File: config.mk
export PLATFORM = sky130hd
export DESIGN_NAME = mdio_master
export DESIGN_NICKNAME = d
export VERILOG_FILES = /design/src/rtl/mdio_master.sv
export SDC_FILE = /design/constraint.sdc
export NUM_CORES = 1
export LEC_CHECK = 0
export BUFFER_PORTS_ARGS = -buffer_cell sky130_fd_sc_hd__buf_4
export CAP_MARGIN = 10
export CORE_UTILIZATION = 58
export DETAILED_ROUTE_END_ITERATION = 6
export GPL_ROUTABILITY_DRIVEN = 1
export PLACE_DENSITY = 0.78
export SYNTH_ARGS = -nofsm -noshare
export SYNTH_HDL_FRONTEND = slang
export SYNTH_SLANG_ARGS = --single-unit
export TNS_END_PERCENT = 100
File: constraint.sdc
create_clock -name clk -period 2.2 [get_ports clk]
set_input_delay 0.44 -clock clk [delete_from_list [all_inputs] [get_ports clk]]
set_output_delay 0.44 -clock clk [all_outputs]
set_load 0.005 [all_outputs]
File: src/rtl/mdio_master.sv
module mdio_master #(
  parameter int DIV = 40,
  parameter int AW  = 8,
  parameter int DW  = 32
) (
  input  logic          clk,
  input  logic          rst_n,
  input  logic          bus_we,
  input  logic [AW-1:0] bus_addr,
  input  logic [DW-1:0] bus_wdata,
  output logic [DW-1:0] bus_rdata,
  output logic          mdc,
  output logic          mdio_o,
  output logic          mdio_oe,
  input  logic          mdio_i
);
  localparam int HALF = DIV / 2;
  localparam int CW   = (DIV > 1) ? $clog2(DIV) : 1;
  localparam logic [AW-1:0] OFS_MODE = AW'(8'h40);
  localparam logic [AW-1:0] OFS_ADDR = AW'(8'h44);
  localparam logic [AW-1:0] OFS_WDAT = AW'(8'h48);
  localparam logic [AW-1:0] OFS_RDAT = AW'(8'h4C);
  localparam logic [AW-1:0] OFS_CMD  = AW'(8'h50);

  logic [CW-1:0] cnt;
  logic          mdc_q;
  logic          c45_q;
  logic [4:0]    phy_q, reg_q;
  logic [15:0]   wd_q, rd_q, sh_q;
  logic [1:0]    code_q;
  logic          busy, active, is_rd;
  logic [5:0]    idx;
  logic [63:0]   frame_q;

  wire fall_t = (cnt == CW'(DIV - 1));
  wire rise_t = (cnt == CW'(HALF - 1));
  wire start  = bus_we && (bus_addr == OFS_CMD) && bus_wdata[8] && !busy;

  wire [1:0] code_n = bus_wdata[1:0];
  logic        rd_n;
  logic [1:0]  st_n, op_n;
  always_comb begin
    if (c45_q) begin
      st_n = 2'b00;
      rd_n = code_n[1];
      case (code_n)
        2'd0:    op_n = 2'b00;
        2'd1:    op_n = 2'b01;
        default: op_n = 2'b11;
      endcase
    end else begin
      st_n = 2'b01;
      rd_n = (code_n != 2'd1);
      op_n = rd_n ? 2'b10 : 2'b01;
    end
  end
  wire [63:0] frame_n = {32'hFFFF_FFFF, st_n, op_n, phy_q, reg_q,
                         rd_n ? 2'b11 : 2'b10, rd_n ? 16'hFFFF : wd_q};

  always_ff @(posedge clk or negedge rst_n) begin
    if (!rst_n) begin
      cnt   <= '0;
      mdc_q <= 1'b0;
    end else begin
      cnt <= fall_t ? '0 : cnt + 1'b1;
      if (rise_t)      mdc_q <= 1'b1;
      else if (fall_t) mdc_q <= 1'b0;
    end
  end

  always_ff @(posedge clk or negedge rst_n) begin
    if (!rst_n) begin
      c45_q <= 1'b0;
      phy_q <= '0;
      reg_q <= '0;
      wd_q  <= '0;
    end else if (bus_we) begin
      case (bus_addr)
        OFS_MODE: c45_q <= bus_wdata[8];
        OFS_ADDR: begin phy_q <= bus_wdata[12:8]; reg_q <= bus_wdata[4:0]; end
        OFS_WDAT: wd_q  <= bus_wdata[15:0];
        default: ;
      endcase
    end
  end

  always_ff @(posedge clk or negedge rst_n) begin
    if (!rst_n) begin
      busy    <= 1'b0;
      active  <= 1'b0;
      is_rd   <= 1'b0;
      idx     <= '0;
      frame_q <= '0;
      code_q  <= '0;
      mdio_o  <= 1'b0;
      mdio_oe <= 1'b0;
      rd_q    <= '0;
      sh_q    <= '0;
    end else begin
      if (start) begin
        busy    <= 1'b1;
        frame_q <= frame_n;
        is_rd   <= rd_n;
        code_q  <= code_n;
      end
      if (busy && fall_t) begin
        if (!active) begin
          active  <= 1'b1;
          idx     <= '0;
          mdio_o  <= frame_q[63];
          mdio_oe <= 1'b1;
          frame_q <= frame_q << 1;
        end else if (idx == 6'd63) begin
          active  <= 1'b0;
          busy    <= 1'b0;
          mdio_oe <= 1'b0;
          if (is_rd) rd_q <= sh_q;
        end else begin
          idx     <= idx + 1'b1;
          mdio_o  <= frame_q[63];
          mdio_oe <= !(is_rd && idx >= 6'd45);
          frame_q <= frame_q << 1;
        end
      end
      if (active && rise_t && idx >= 6'd48)
        sh_q <= {sh_q[14:0], mdio_i};
    end
  end

  always_comb begin
    bus_rdata = '0;
    case (bus_addr)
      OFS_MODE: bus_rdata[8]    = c45_q;
      OFS_ADDR: begin bus_rdata[12:8] = phy_q; bus_rdata[4:0] = reg_q; end
      OFS_WDAT: bus_rdata[15:0] = wd_q;
      OFS_RDAT: bus_rdata[15:0] = rd_q;
      OFS_CMD:  begin bus_rdata[16] = busy; bus_rdata[1:0] = code_q; end
      default: ;
    endcase
  end

  assign mdc = mdc_q;
endmodule

# Yosys cells after proc, flatten, opt, wreduce, memory -nomap -nowiden
# Index checks and enable logic that the tools add are counted.
# totals
regBits,143
latchBits,0
ram_bits,0
rom_bits,0
input_bits,44
out_inout_bits,35
wordCells,80
mem_count,0
# op_classes
n_addsub,2
multipliers,0
n_div,0
order_cmp,2
n_eq_ne,11
n_shift,0
mux,33
bitwise,0
reduce_logical,16
# ops
cell,n
$mux W64,4
$eq A8 B7 Y1 const B,5
$mux W6,3
$mux W1,16
$mux W16,1
$add A6 B1 Y6 const B,2
$eq A6 B6 Y1 const B,2
$ge A6 B6 Y1 const B,2
$pmux W3 S2,2
$pmux W4 S3,1
$pmux W3 S3,1
$pmux W2 S4,1
$reduce_and A2 Y1,4
$logic_and A1 B1 Y1,7
$eq A6 B5 Y1 const B,1
$mux W2,2
$pmux W1 S4,1
$pmux W2 S2,1
$reduce_and A4 Y1,1
$eq A2 B1 Y1 const B,1
$logic_not A1 Y1,2
$logic_not A2 Y1,1
$ne A2 B1 Y1 const B,1
$ne A2 B2 Y1 const B,1
$reduce_bool A2 Y1,1

# Depth between registers and ports, before layout
# logic_depth
ltp_word,8
ltp_mapped,7
ltp_nobuf,6

# Least setup slack after synthesis
# OpenSTA, ideal clock, no wires.
# synth_timing
kind,reg2reg
from,reg cnt[0]
to,reg rd_q[10]
setup_ns,0.125
arrival_time_ns,1.766
t_required_ns,2.075
setup_slack_ns,0.309
path_stages_with_launch,8
path_buffers,2
period_less_slack_ns,1.891
cell_sequence,dfrtp_1 -> ha_1 -> nand4bb_4 -> nor3_4 -> and3_1 -> buf_4 -> buf_6 -> mux2_2
# synth_between
elab_chain_len,3
# synth_rtl
item,line,text
from (decl),25,logic [CW-1:0] cnt;
from (signal assigned),65,cnt <= fall_t ? '0 : cnt + 1'b1;
$eq A6 B6 Y1,35,wire fall_t = (cnt == CW'(DIV - 1));
$logic_and A1 B1 Y1,106,if (busy && fall_t) begin
$reduce_and A4 Y1 (no source line),--,
to (signal assigned),117,if (is_rd) rd_q <= sh_q;
to (decl),29,"logic [15:0] wd_q, rd_q, sh_q;"
# No other way between the ends.
# A chain may end at the register's enable or synchronous reset.

# Worst setup path after layout
# layout_timing
from,reg c45_q
to,out bus_rdata[8]
# layout_between
elab_chain_len,1
# layout_rtl
item,line,text
from (decl),27,logic c45_q;
from (signal assigned),79,OFS_MODE: c45_q <= bus_wdata[8];
$pmux W1 S4,132,case (bus_addr)
to (decl),11,"output logic [DW-1:0] bus_rdata,"
# No other way between the ends.

==> results.toml <==
[layout]
instances_no_fill = 825
layout_common_cells = "143 x dfrtp_1, 127 x nand2_1, 61 x buf_4"
diodes = 0
syn2layout_area_growth_pct = 16.4
final_area_um2 = 7720
nets = 720
fill_cells = 747
drive_above_1_share_pct = 26.3
finish.utilization_pct = 70.3
final_common_cell = "dfrtp_1"

[placed_design]
numPlacedInstances = 792
port_buffers = 47
dpl_cell_area_um2 = 7160
dp_hpwl_um = 9140
gp_congestion = 0.830

[timing]
setup_viol = 0
fmax_mhz = 481
final.min_clock_period_ns = 2.08
slew_violations = 0
fin_hold_ws_ns = 0.257
hold_violations = 0
worstMarginPinSlew_ns = 0.589
fin_crit_sh_pct = 94.5
rsz0062_at_grt = "false"
setup_tns_ns = 0
relSlewSlack_pct = 60.6
clock_skew_ns = 0.00755

[route]
routedWlPerCell_um = 16.7
drtPass1Iterations = 5
vias = 4736
routed_wl_um = 13800
postRouteAntennaNets = 0
avgViaCountPerCell = 5.74
drt_iter0_markers = 291
drc = 0

[clock_tree]
cts.clk_slew.worst_paths_ns = 0.06
ctsResizeCount = 0
cts_tree = "yes"
worstSkewPairLatency_ns = 0.41
cts_buffers = 17
cts_setup_buffers = 0
cts_max_level = 4
clockBufferDepth = 2
root_buffer = "clkbuf_16"
cts_sinks = 143

[synth]
synth-seq-cells = 143
synth_seq_area_share_pct = 54.0
synth_ff_type = "dfrtp_1"
synth_edf_count = 0
async_reset_ff_share_pct = 100
yosys_warnings = 0
syn_area_um2 = 6630
avgSynthCellArea_um2 = 10.7
postSynthCellCount = 619
synth_cell_type_count = 54

[global_route]
gr-total-overflow = 0
grtUsageTotal_pct = 26.1
grt_first_pass_wirelength_um = 23500
grt_pass1_vias = 4721
grt_antenna_before_repair = 0
grt_max_degree = 62

[critical_path]
cp.required_ns = 1.76
rrSetupSlack_ns = 0.22
endpoint_kind = "output port"
rr_endpoint = "frame_q[5]"
crit_arrival_ns = 1.64
worstRegToRegCells = 6
path_class = "reg -> out"
start_kind = "register"
rr_startpoint = "idx[0]"
crit_path_max_fanout = 5

[min_path]
worstHoldPathType = "in -> reg"
hp-start = "bus_wdata[7]"
hold_end = "wd_q[7]"
min_path_cells = 2

[floorplan]
io_pins = 79
initial_utilization_pct = 60.4
coreArea_um2 = 11000
die_h_um = 109
die_x_um = 109
die-area_um2 = 11900
std_cell_rows = 38

[power]
powerDensity_nw_per_um2 = 717
combPwrFrac_pct = 3.6
power_switching_share_pct = 21.5
p_seq_share_pct = 48.5
leakagePower_nw = 3.34
p_sw_w = 0.00119
p_int_w = 0.00434
pwr-share-clk_pct = 47.9
ir_drop_v = 0.000676

[job]
drv_cap = 0

[status]
outcome = "finished clean"
[power groups by stage]
stage / Sequential (W) / Clock, W / Combinational (W)
floorplan: 0.00272 / 0 / 0.0000952
global placement: 0.00273 / 0 / 0.000195
detailed placement: 0.00273 / 0 / 0.000202
CTS: 0.00268 / 0.00269 / 0.000204
global route: 0.00268 / 0.00279 / 0.000225
finish: 0.00268 / 0.00265 / 0.000200
[synthesized netlist by cell type (4+ instances only)]
cell type	count	area share, %
nor2_1	54	3.1
and3_1	4	0.38
nor2b_1	5	0.47
nand3_1	10	0.76
dfrtp_1	143	54
mux2i_1	8	1.2
a31oi_1	11	1.0
buf_2	6	0.45
o31ai_1	19	2.2
o21ai_0	39	2.9
inv_1	7	0.40
buf_4	24	2.7
ha_1	4	0.76
buf_6	4	0.68
a21oi_1	6	0.45
nand2_1	127	7.2
nor3_1	18	1.4
clkbuf_1	12	0.68
a22oi_1	9	1.0
mux2_2	55	9.3
mux2_4	10	2.3
[timing repair]
action / in CTS / in global routing
endpoints found under the setup margin: 0 / 0
hold buffers: 1 / 0
hold endpoints to repair: 36 / 0
[through the flow]
step	power, W	worst slack [ns]
5_1_grt	0.00570	0.0776
2_1_floorplan	0.00281	0.309
6_report	0.00553	0.122
4_1_cts	0.00558	0.119
3_3_place_gp	0.00292	0.243
3_5_place_dp	0.00293	0.230
[registers in the layout, indices dropped and copies added (netlist names), 2 cells and up]
signal   flops
cnt          6
code_q       2
frame_q     64
idx          6
phy_q        5
rd_q        16
reg_q        5
sh_q        16
wd_q        16
[worst max-delay path by stage]
| stage | startpoint | to | slack, ns | cells past startpoint |
|---|---|---|---|---|
| 6_report | c45_q | bus_rdata[8] | 0.12 | 3 |
| 5_1_grt | c45_q | bus_rdata[8] | 0.08 | 3 |
| 4_1_cts | c45_q | bus_rdata[8] | 0.12 | 3 |
| 3_5_place_dp | idx[0] | frame_q[5] | 0.23 | 6 |
| 3_3_place_gp | idx[0] | frame_q[16] | 0.24 | 6 |
| 2_1_floorplan | cnt[0] | rd_q[10] | 0.31 | 7 |
[cells by family after synthesis]
logic type,count (synthesis),synth area share [%]
muxes,76,13.5
adders and majority gates,4,0.755
other,1,0.0566
buffers and inverters,57,5.44
and+or+nand+nor,239,16.6
DFF,143,54.0
xor gates and xnor gates,4,0.529
AOI/OAI and AO/OA,95,9.15
[layer usage]
metal	track usage [%]	routed length, µm
met1	35.1	5910
met2	40.7	6820
met3	6.75	753
met4	10.4	276
met5	0	0
[cell type report]
cell class              instances  area, µm²  share of cell area, %
multi-input cells             433       2770                   35.9
flip-flops and latches        143       3580                   46.4
repair buffers                 70        619                   8.03
inverters                       7       26.3                  0.340
clock inverters                12       93.8                   1.22
well taps                     140        175                   2.27
clock buffers                  20        457                   5.92
[critical path, stage by stage (launching register included)]
cell and delay (ns):
dfrtp_1 0.44, mux4_2 0.48, nor2b_1 0.17, buf_4 0.14
Power figures use the tool's default switching activity.
